[src/rtl/rpc_pkg.sv]
package rpc_pkg;

  localparam int NDW        = 15;       // dwords in the PCI Express structure
  localparam int CAP_BYTES  = NDW * 4;  // 60
  localparam int SSID_BYTES = 8;
  localparam int HDR_END    = 'h40;     // first byte after the standard header
  localparam int IDXW       = 4;

  typedef struct packed {
    logic [31:0] ro;
    logic [31:0] rw;
    logic [31:0] w1c;
  } pol_t;

  // dword order inside the PCI Express structure; software decodes these offsets
  typedef enum logic [IDXW-1:0] {
    DW_HDR, DW_DEVCAP, DW_DEVCS, DW_LNKCAP, DW_LNKCS, DW_SLTCAP, DW_SLTCS,
    DW_RTCC, DW_RTSTA, DW_DEVCAP2, DW_DEVCS2, DW_LNKCAP2, DW_LNKCS2,
    DW_SLTCAP2, DW_SLTCS2
  } dw_e;

  function automatic pol_t pol(input int idx);
    pol_t p;
    p = '0;
    case (idx)
      0:  p.ro = 32'h7FFF_FFFF;
      1:  p.ro = 32'h0000_803F;
      2:  begin p.rw = 32'h0000_7FFF; p.w1c = 32'h000F_0000; p.ro = 32'h0030_0000; end
      3:  p.ro = 32'hFF7B_FFFF;
      4:  begin p.rw = 32'h0000_CEFB; p.w1c = 32'hC000_0000; p.ro = 32'h3FFF_0000; end
      5:  p.ro = 32'hFFFF_FFFF;
      6:  begin p.rw = 32'h0000_7FFF; p.w1c = 32'h011F_0000; p.ro = 32'h00E0_0000; end
      7:  begin p.rw = 32'h0000_001F; p.ro = 32'h0001_0000; end
      8:  begin p.ro = 32'h0002_FFFF; p.w1c = 32'h0001_0000; end
      9:  p.ro = 32'h80FF_FFFF;
      10: p.rw = 32'h0000_F7FF;
      11: p.ro = 32'h81FF_FFFE;
      12: begin p.rw = 32'h0000_FFFF; p.w1c = 32'h8020_0000; p.ro = 32'h73DF_0000; end
      default: ;
    endcase
    return p;
  endfunction

  function automatic int place_ssid(input bit en, input int s, input int p);
    if (!en) return 0;
    if (s != 0) return s;
    if (p == 0) return HDR_END;
    if (p - HDR_END >= SSID_BYTES) return HDR_END;
    return p + CAP_BYTES;
  endfunction

  function automatic int place_pcie(input bit en, input int s, input int p);
    if (p != 0) return p;
    if (!en) return HDR_END;
    if (s == 0) return HDR_END + SSID_BYTES;
    if (s - HDR_END >= CAP_BYTES) return HDR_END;
    return s + SSID_BYTES;
  endfunction

  function automatic logic [31:0] be_mask(input logic [3:0] be);
    return {{8{be[3]}}, {8{be[2]}}, {8{be[1]}}, {8{be[0]}}};
  endfunction

endpackage

[src/rtl/rpc_addr_dec.sv]
module rpc_addr_dec
  import rpc_pkg::*;
#(
  parameter int AW      = 6,
  parameter bit SSID_EN = 1'b1,
  parameter int SSID_AT = 'h40,
  parameter int PCIE_AT = 'h48
) (
  input  logic [AW-1:0]   cfg_dw,
  output logic            hit_ssid,
  output logic            hit_pcie,
  output logic [IDXW-1:0] pcie_idx,
  output logic            ssid_idx
);
  localparam int P0 = PCIE_AT / 4;
  localparam int P1 = P0 + NDW;
  localparam int S0 = SSID_AT / 4;
  localparam int S1 = S0 + SSID_BYTES / 4;

  assign hit_pcie = (cfg_dw >= AW'(P0)) && (cfg_dw < AW'(P1));
  assign pcie_idx = IDXW'(cfg_dw - AW'(P0));

  generate
    if (SSID_EN) begin : g_ssid
      assign hit_ssid = (cfg_dw >= AW'(S0)) && (cfg_dw < AW'(S1));
      assign ssid_idx = 1'(cfg_dw - AW'(S0));
    end else begin : g_nossid
      assign hit_ssid = 1'b0;
      assign ssid_idx = 1'b0;
    end
  endgenerate
endmodule

[src/rtl/rpc_ssid_cap.sv]
module rpc_ssid_cap #(
  parameter logic [7:0]  NEXT_PTR   = 8'h00,
  parameter logic [15:0] SUBSYS_VID = 16'h0000,
  parameter logic [15:0] SUBSYS_ID  = 16'h0000
) (
  input  logic        idx,
  output logic [31:0] word
);
  assign word = idx ? {SUBSYS_ID, SUBSYS_VID} : {16'h0000, NEXT_PTR, 8'h0D};
endmodule

[src/rtl/rpc_pcie_cap.sv]
module rpc_pcie_cap
  import rpc_pkg::*;
#(
  parameter logic [7:0]  NEXT_PTR    = 8'h00,
  parameter logic [3:0]  CAP_VER     = 4'h2,
  parameter bit          SLOT_IMPL   = 1'b1,
  parameter logic [4:0]  MSG_NUM     = 5'd0,
  parameter bit          RTCAP_VIS   = 1'b0,
  parameter logic [31:0] DEVCAP_VAL  = 32'h0,
  parameter logic [31:0] LNKCAP_VAL  = 32'h0,
  parameter logic [31:0] SLTCAP_VAL  = 32'h0,
  parameter logic [31:0] DEVCAP2_VAL = 32'h0,
  parameter logic [31:0] LNKCAP2_VAL = 32'h0
) (
  input  logic            clk,
  input  logic            rst,
  input  logic            wr_en,
  input  logic [IDXW-1:0] idx,
  input  logic [3:0]      be,
  input  logic [31:0]     wdata,
  input  logic [3:0]      dev_err_set,
  input  logic [1:0]      dev_sta_live,
  input  logic [13:0]     lnk_sta_live,
  input  logic [1:0]      lnk_evt_set,
  input  logic [5:0]      slt_evt_set,
  input  logic [2:0]      slt_sta_live,
  input  logic            pme_set,
  input  logic [15:0]     pme_req_id,
  input  logic            pme_pending,
  input  logic [15:0]     lnk2_sta_live,
  input  logic [1:0]      lnk2_evt_set,
  output logic [31:0]     rd_word,
  output logic [14:0]     dev_ctl,
  output logic [15:0]     lnk_ctl,
  output logic [14:0]     slt_ctl,
  output logic [4:0]      rt_ctl,
  output logic [15:0]     dev_ctl2,
  output logic [15:0]     lnk_ctl2
);
  localparam int NSLOT = 1 << IDXW;

  logic [31:0] ro_vec  [NDW];
  logic [31:0] set_vec [NDW];
  logic [31:0] word    [NSLOT];
  logic [31:0] bm;

  assign bm = be_mask(be);

  // live read-only levels, placed at their bit positions
  always_comb begin
    for (int k = 0; k < NDW; k++) ro_vec[k] = '0;
    ro_vec[DW_HDR]     = {2'b00, MSG_NUM, SLOT_IMPL, 4'h4, CAP_VER, NEXT_PTR, 8'h10};
    ro_vec[DW_DEVCAP]  = DEVCAP_VAL;
    ro_vec[DW_DEVCS]   = {10'd0, dev_sta_live, 20'd0};
    ro_vec[DW_LNKCAP]  = LNKCAP_VAL;
    ro_vec[DW_LNKCS]   = {2'b00, lnk_sta_live, 16'd0};
    ro_vec[DW_SLTCAP]  = SLTCAP_VAL;
    ro_vec[DW_SLTCS]   = {8'd0, slt_sta_live, 21'd0};
    ro_vec[DW_RTCC]    = {15'd0, RTCAP_VIS, 16'd0};
    ro_vec[DW_RTSTA]   = {14'd0, pme_pending, 1'b0, pme_req_id};
    ro_vec[DW_DEVCAP2] = DEVCAP2_VAL;
    ro_vec[DW_LNKCAP2] = LNKCAP2_VAL;
    ro_vec[DW_LNKCS2]  = {lnk2_sta_live, 16'd0};
  end

  // hardware set pulses, placed at their sticky bit positions
  always_comb begin
    for (int k = 0; k < NDW; k++) set_vec[k] = '0;
    set_vec[DW_DEVCS]  = {12'd0, dev_err_set, 16'd0};
    set_vec[DW_LNKCS]  = {lnk_evt_set, 30'd0};
    set_vec[DW_SLTCS]  = {7'd0, slt_evt_set[5], 3'd0, slt_evt_set[4:0], 16'd0};
    set_vec[DW_RTSTA]  = {15'd0, pme_set, 16'd0};
    set_vec[DW_LNKCS2] = {lnk2_evt_set[1], 9'd0, lnk2_evt_set[0], 5'd0, 16'd0};
  end

  generate
    for (genvar i = 0; i < NDW; i++) begin : g_dw
      localparam pol_t P = pol(i);
      logic [31:0] rw_q;
      logic [31:0] st_q;
      logic        sel;
      logic [31:0] clr;

      assign sel = wr_en && (idx == IDXW'(i));
      assign clr = sel ? (wdata & P.w1c & bm) : 32'h0;

      always_ff @(posedge clk) begin
        if (rst) begin
          rw_q <= '0;
          st_q <= '0;
        end else begin
          if (sel) rw_q <= (rw_q & ~(P.rw & bm)) | (wdata & P.rw & bm);
          // a set pulse overrides a clear in the same cycle
          st_q <= ((st_q & ~clr) | set_vec[i]) & P.w1c;
        end
      end

      assign word[i] = (rw_q & P.rw) | (st_q & P.w1c) | (ro_vec[i] & P.ro);
    end
    for (genvar j = NDW; j < NSLOT; j++) begin : g_pad
      assign word[j] = '0;
    end
  endgenerate

  assign rd_word  = word[idx];
  assign dev_ctl  = g_dw[DW_DEVCS].rw_q[14:0];
  assign lnk_ctl  = g_dw[DW_LNKCS].rw_q[15:0];
  assign slt_ctl  = g_dw[DW_SLTCS].rw_q[14:0];
  assign rt_ctl   = g_dw[DW_RTCC].rw_q[4:0];
  assign dev_ctl2 = g_dw[DW_DEVCS2].rw_q[15:0];
  assign lnk_ctl2 = g_dw[DW_LNKCS2].rw_q[15:0];
endmodule

[src/rtl/rpc_root_cap.sv]
module rpc_root_cap
  import rpc_pkg::*;
#(
  parameter int          CFG_DW_W    = 6,
  parameter bit          SSID_EN     = 1'b1,
  parameter int          SSID_OFS    = 0,
  parameter int          PCIE_OFS    = 0,
  parameter logic [15:0] SUBSYS_VID  = 16'h0000,
  parameter logic [15:0] SUBSYS_ID   = 16'h0000,
  parameter logic [3:0]  CAP_VER     = 4'h2,
  parameter bit          SLOT_IMPL   = 1'b1,
  parameter logic [4:0]  MSG_NUM     = 5'd0,
  parameter bit          RTCAP_VIS   = 1'b0,
  parameter logic [31:0] DEVCAP_VAL  = 32'h0,
  parameter logic [31:0] LNKCAP_VAL  = 32'h0,
  parameter logic [31:0] SLTCAP_VAL  = 32'h0,
  parameter logic [31:0] DEVCAP2_VAL = 32'h0,
  parameter logic [31:0] LNKCAP2_VAL = 32'h0
) (
  input  logic                clk,
  input  logic                rst,
  input  logic [CFG_DW_W-1:0] cfg_dw,
  input  logic [3:0]          cfg_be,
  input  logic [31:0]         cfg_wdata,
  input  logic                cfg_wr,
  input  logic                cfg_rd,
  output logic [31:0]         cfg_rdata,
  output logic [7:0]          hdr_cap_ptr,
  input  logic [3:0]          dev_err_set,
  input  logic [1:0]          dev_sta_live,
  input  logic [13:0]         lnk_sta_live,
  input  logic [1:0]          lnk_evt_set,
  input  logic [5:0]          slt_evt_set,
  input  logic [2:0]          slt_sta_live,
  input  logic                pme_set,
  input  logic [15:0]         pme_req_id,
  input  logic                pme_pending,
  input  logic [15:0]         lnk2_sta_live,
  input  logic [1:0]          lnk2_evt_set,
  output logic [14:0]         dev_ctl,
  output logic [15:0]         lnk_ctl,
  output logic [14:0]         slt_ctl,
  output logic [4:0]          rt_ctl,
  output logic [15:0]         dev_ctl2,
  output logic [15:0]         lnk_ctl2
);
  localparam int SSID_AT   = place_ssid(SSID_EN, SSID_OFS, PCIE_OFS);
  localparam int PCIE_AT   = place_pcie(SSID_EN, SSID_OFS, PCIE_OFS);
  localparam int CAP_PTR   = (SSID_EN && SSID_AT < PCIE_AT) ? SSID_AT : PCIE_AT;
  localparam int PCIE_NEXT = (SSID_EN && SSID_AT > PCIE_AT) ? SSID_AT : 0;
  localparam int SSID_NEXT = (PCIE_AT > SSID_AT) ? PCIE_AT : 0;

  logic            hit_ssid, hit_pcie, ssid_idx;
  logic [IDXW-1:0] pcie_idx;
  logic [31:0]     pcie_word, ssid_word;

  assign hdr_cap_ptr = 8'(CAP_PTR);

  rpc_addr_dec #(
    .AW(CFG_DW_W), .SSID_EN(SSID_EN), .SSID_AT(SSID_AT), .PCIE_AT(PCIE_AT)
  ) u_dec (
    .cfg_dw(cfg_dw), .hit_ssid(hit_ssid), .hit_pcie(hit_pcie),
    .pcie_idx(pcie_idx), .ssid_idx(ssid_idx)
  );

  rpc_ssid_cap #(
    .NEXT_PTR(8'(SSID_NEXT)), .SUBSYS_VID(SUBSYS_VID), .SUBSYS_ID(SUBSYS_ID)
  ) u_ssid (
    .idx(ssid_idx), .word(ssid_word)
  );

  rpc_pcie_cap #(
    .NEXT_PTR(8'(PCIE_NEXT)), .CAP_VER(CAP_VER), .SLOT_IMPL(SLOT_IMPL),
    .MSG_NUM(MSG_NUM), .RTCAP_VIS(RTCAP_VIS), .DEVCAP_VAL(DEVCAP_VAL),
    .LNKCAP_VAL(LNKCAP_VAL), .SLTCAP_VAL(SLTCAP_VAL),
    .DEVCAP2_VAL(DEVCAP2_VAL), .LNKCAP2_VAL(LNKCAP2_VAL)
  ) u_pcie (
    .clk(clk), .rst(rst), .wr_en(cfg_wr && hit_pcie), .idx(pcie_idx),
    .be(cfg_be), .wdata(cfg_wdata),
    .dev_err_set(dev_err_set), .dev_sta_live(dev_sta_live),
    .lnk_sta_live(lnk_sta_live), .lnk_evt_set(lnk_evt_set),
    .slt_evt_set(slt_evt_set), .slt_sta_live(slt_sta_live),
    .pme_set(pme_set), .pme_req_id(pme_req_id), .pme_pending(pme_pending),
    .lnk2_sta_live(lnk2_sta_live), .lnk2_evt_set(lnk2_evt_set),
    .rd_word(pcie_word), .dev_ctl(dev_ctl), .lnk_ctl(lnk_ctl),
    .slt_ctl(slt_ctl), .rt_ctl(rt_ctl), .dev_ctl2(dev_ctl2), .lnk_ctl2(lnk_ctl2)
  );

  always_ff @(posedge clk) begin
    if (rst)         cfg_rdata <= '0;
    else if (cfg_rd) cfg_rdata <= hit_pcie ? pcie_word : (hit_ssid ? ssid_word : 32'h0);
  end
endmodule

[config.mk]
export PLATFORM = sky130hd
export DESIGN_NAME = rpc_root_cap
export DESIGN_NICKNAME = d
export VERILOG_FILES = /design/src/rtl/rpc_pkg.sv /design/src/rtl/rpc_addr_dec.sv /design/src/rtl/rpc_ssid_cap.sv /design/src/rtl/rpc_pcie_cap.sv /design/src/rtl/rpc_root_cap.sv
export SDC_FILE = /design/constraint.sdc
export NUM_CORES = 1
export LEC_CHECK = 0
export ABC_AREA = 1
export CORE_MARGIN = 1
export CORE_UTILIZATION = 40
export DETAILED_ROUTE_END_ITERATION = 10
export GPL_TIMING_DRIVEN = 0
export MAX_ROUTING_LAYER = met4
export PLACE_DENSITY = 0.73
export SYNTH_ARGS = -nofsm -noshare
export SYNTH_HDL_FRONTEND = slang
export SYNTH_SLANG_ARGS = --single-unit
export TNS_END_PERCENT = 5
[constraint.sdc]
create_clock -name clk -period 6.92 [get_ports clk]
set_clock_uncertainty 0.1 [all_clocks]
set_input_delay 1.038 -clock clk [delete_from_list [all_inputs] [get_ports clk]]
set_output_delay 1.038 -clock clk [all_outputs]
set_load 0.005 [all_outputs]
==> flow_summary.yaml <==
outcome:
  status: "finished clean"
logic_synthesis:
  seq_area_frac_synth_pct: 38.1
  async_reset_ff_share_pct: 0
  synthTopCellsByArea: "dfxtp_1 38%, nand2_1 20%, nor2_1 9.8%, nand3_1 9.6%, a21oi_1 5.0%"
  synth_area_leader_cell: "dfxtp_1"
  synth_warnings: 0
  synth.cell_area_um2: 6580
  synth_ff_type: "dfxtp_1"
  yosysTopAreaCellShare_pct: 38.1
  ys_seq_elements: 125
  syn_avg_cell_area_um2: 6.20
  synthTopCellsByCount: "356 x nand2_1, 171 x nor2_1, 126 x nand3_1"
  syn_inst: 1060
  synth_edf_count: 0
  yosys.cell_count.top_type: "nand2_1"
  yosysUniqueCellTypes: 26
timing:
  finalHoldViolCount: 0
  fmax_mhz: 236
  rsz0062_at_grt: "false"
  period_share_pct: 61.3
  slew_headroom_pct: 51.2
  period_needed_ns: 4.24
  finalSetupViolations: 0
  worstMarginPinSlew_ns: 0.727
  fin_setup_tns_ns: 0
  maxSlewViolCount: 0
global_route:
  antenna_found_initial: 0
  overflow: 0
  met2_usage_pct: 51.5
  grt_max_degree: 17
  first_global_vias: 7315
  grtUsageMet1_pct: 41.5
  met3_usage_pct: 6.85
  grt_use_total_pct: 33.1
  busiest_layer: "met2"
  grt_first_pass_wirelength_mm: 40.3
clock_network:
  ctsHoldBuffers: 0
  cts_num_sinks: 125
  cts-resized-gates: 0
  postCtsSetupBuffers: 0
  cts_buffer_depth: 2
  clk_latency_ns: 0.43
  cts-root-buf: "clkbuf_16"
  cts_tree: "done"
  htreeDepth: 4
  cts_buffers: 17
  clk_pin_slew_ns: 0.05
power_and_ir_drop:
  p_switching_w: 0.000510
  p_leak_nw: 4.03
  swShare_pct: 25.4
  combPwrFrac_pct: 14.3
  p_per_area_nw_per_um2: 209
  p_total_w: 0.00201
  sequentialPowerShare_pct: 37.0
  internal-power_w: 0.00150
  clock_power_share_pct: 48.7
  vdd.ir_drop.worst_mv: 0.186
final_layout:
  ff_latch_area_um2: 2500
  drive_gt1_share_pct: 6.64
  fillers: 1554
  nNetsFinal: 1413
  area_growth_syn_to_layout_pct: 46.1
  multi_input_area_um2: 3510
  num_antenna_cells: 0
hold_path:
  hp-class: "reg2reg"
  hold_start: "u_pcie.g_dw[2].st_q[18]$_SDFF_PP0_"
setup_path:
  timing.critical_path.buf_inv: 5
  arrival_ns: 4.43
  crit_slowest_cell: "clkbuf_1"
  endpoint_kind: "flop"
  worstSetupStartpoint: "cfg_dw[1]"
  critPathKind: "in2reg"
  crit_family: "buffers and inverters"
  crit_path_max_fanout: 10
  start_kind: "primary input"
  path_cells: "clkdlybuf4s50_1, inv_1, clkbuf_1, ha_1, inv_1, nand2_1, nand2_1, nor2_2, clkbuf_1, o21ai_0, nand4_1, a21oi_1"
  crit_path_max_incr_delay_ns: 0.58
  worst_ep_required_time_ns: 7.11
  rrSetupSlack_ns: 5.50
placed_design:
  io_buffers: 208
  dp_hpwl_mm: 20.2
  gp_congestion: 0.944
detailed_routing:
  ant_nets: 0
  via_per_inst: 5.14
  dr.pass1.iters: 5
  detail_route.iter0.violations: 643
  routedWlPerCell_um: 17.6
  num_vias: 7848
  drc: 0
  routed_wl_mm: 26.9
floorplan:
  core-area_um2: 15900
  rows: 46
  die-area_um2: 17000
  io_pins: 236
  chipWidth_um: 130
  die_h_um: 130
  floorplan.initialDensity_pct: 41.2
flow_run:
  max_cap_violations: 0
## layer usage
metal  part of all wire, %  vias to the layer above
met5                     0                        -
met4                   3.0                        0
met3                    10                       54
met2                    44                      431
li1                      -                     3817
met1                    43                     3546
## worst min-delay path, stage by stage (launching register included)
cell and delay (ns):
dfxtp_1 0.30, nand2_1 0.06, a21oi_1 0.05
## power by group through the flow
stage	Clock (W)	Combinational (W)	Sequential (W)
after floorplan	0	0.000143	0.000757
after global placement	0	0.000278	0.000758
after detailed placement	0	0.000280	0.000758
after CTS	0.000976	0.000282	0.000743
after global routing	0.00101	0.000312	0.000744
final	0.000978	0.000286	0.000743
## cell usage in the layout, fill, tap and decap left out, types with 2 or more instances in the layout
master,n
clkinv_2,2
nand4_1,16
a22oi_1,10
clkdlybuf4s50_1,208
nor2_1,171
nand3_1,126
nor2_2,6
nand2_1,356
buf_2,22
clkbuf_1,28
ha_1,2
clkbuf_8,5
clkinv_1,4
nand2_4,2
buf_4,17
o21ai_0,30
dfxtp_1,125
inv_1,58
conb_1,13
nor2_4,7
buf_1,8
bufinv_16,4
a21oi_1,66
clkbuf_16,17
## cell type report
type | instances | share of cell area, %
sequential | 125 | 26.1
tap | 216 | 2.81
buffer | 73 | 3.82
multi-input combinational | 810 | 36.6
clock buffer | 25 | 5.26
clock inverter | 6 | 1.35
timing repair buffer | 208 | 21.7
inverter | 63 | 2.46
## per-stage QoR
| step | hold slack (ns) | instance area, µm² | utilization, % | worst slack, ns | instances |
|---|---|---|---|---|---|
| after floorplan | 0.336 | 6620 | - | 3.98 | 1071 |
| after global placement | 0.350 | 8970 | 56.3 | 2.42 | 1495 |
| after detailed placement | 0.353 | 8970 | 56.3 | 2.35 | 1495 |
| after CTS | 0.364 | 9600 | 60.2 | 2.80 | 1526 |
| after global routing | 0.377 | 9600 | 60.2 | 2.50 | 1526 |
| final | 0.361 | 9600 | 60.2 | 2.68 | 1526 |
## worst paths after layout
path / to / cells past startpoint
min reg2reg: u_pcie.g_dw[2].st_q[18]$_SDFF_PP0_ / 2
max reg2reg: cfg_rdata[4]$_SDFFE_PP0P_ / 6
max: cfg_rdata[4]$_SDFFE_PP0P_ / 12
min: u_pcie.g_dw[2].st_q[18]$_SDFF_PP0_ / 2
## cell families after synthesis
kind of cell             Yosys count  synth area share (%)
flip-flops                       125                  38.1
other                              2                 0.114
adder cells (fa/ha/maj)            2                 0.381
buffers and inverters            136                  9.17
AO/OA/AOI/OAI                    106                  8.45
AND/OR/NAND/NOR                  689                  43.8
Note: power is estimated with default switching activity, not from simulation.
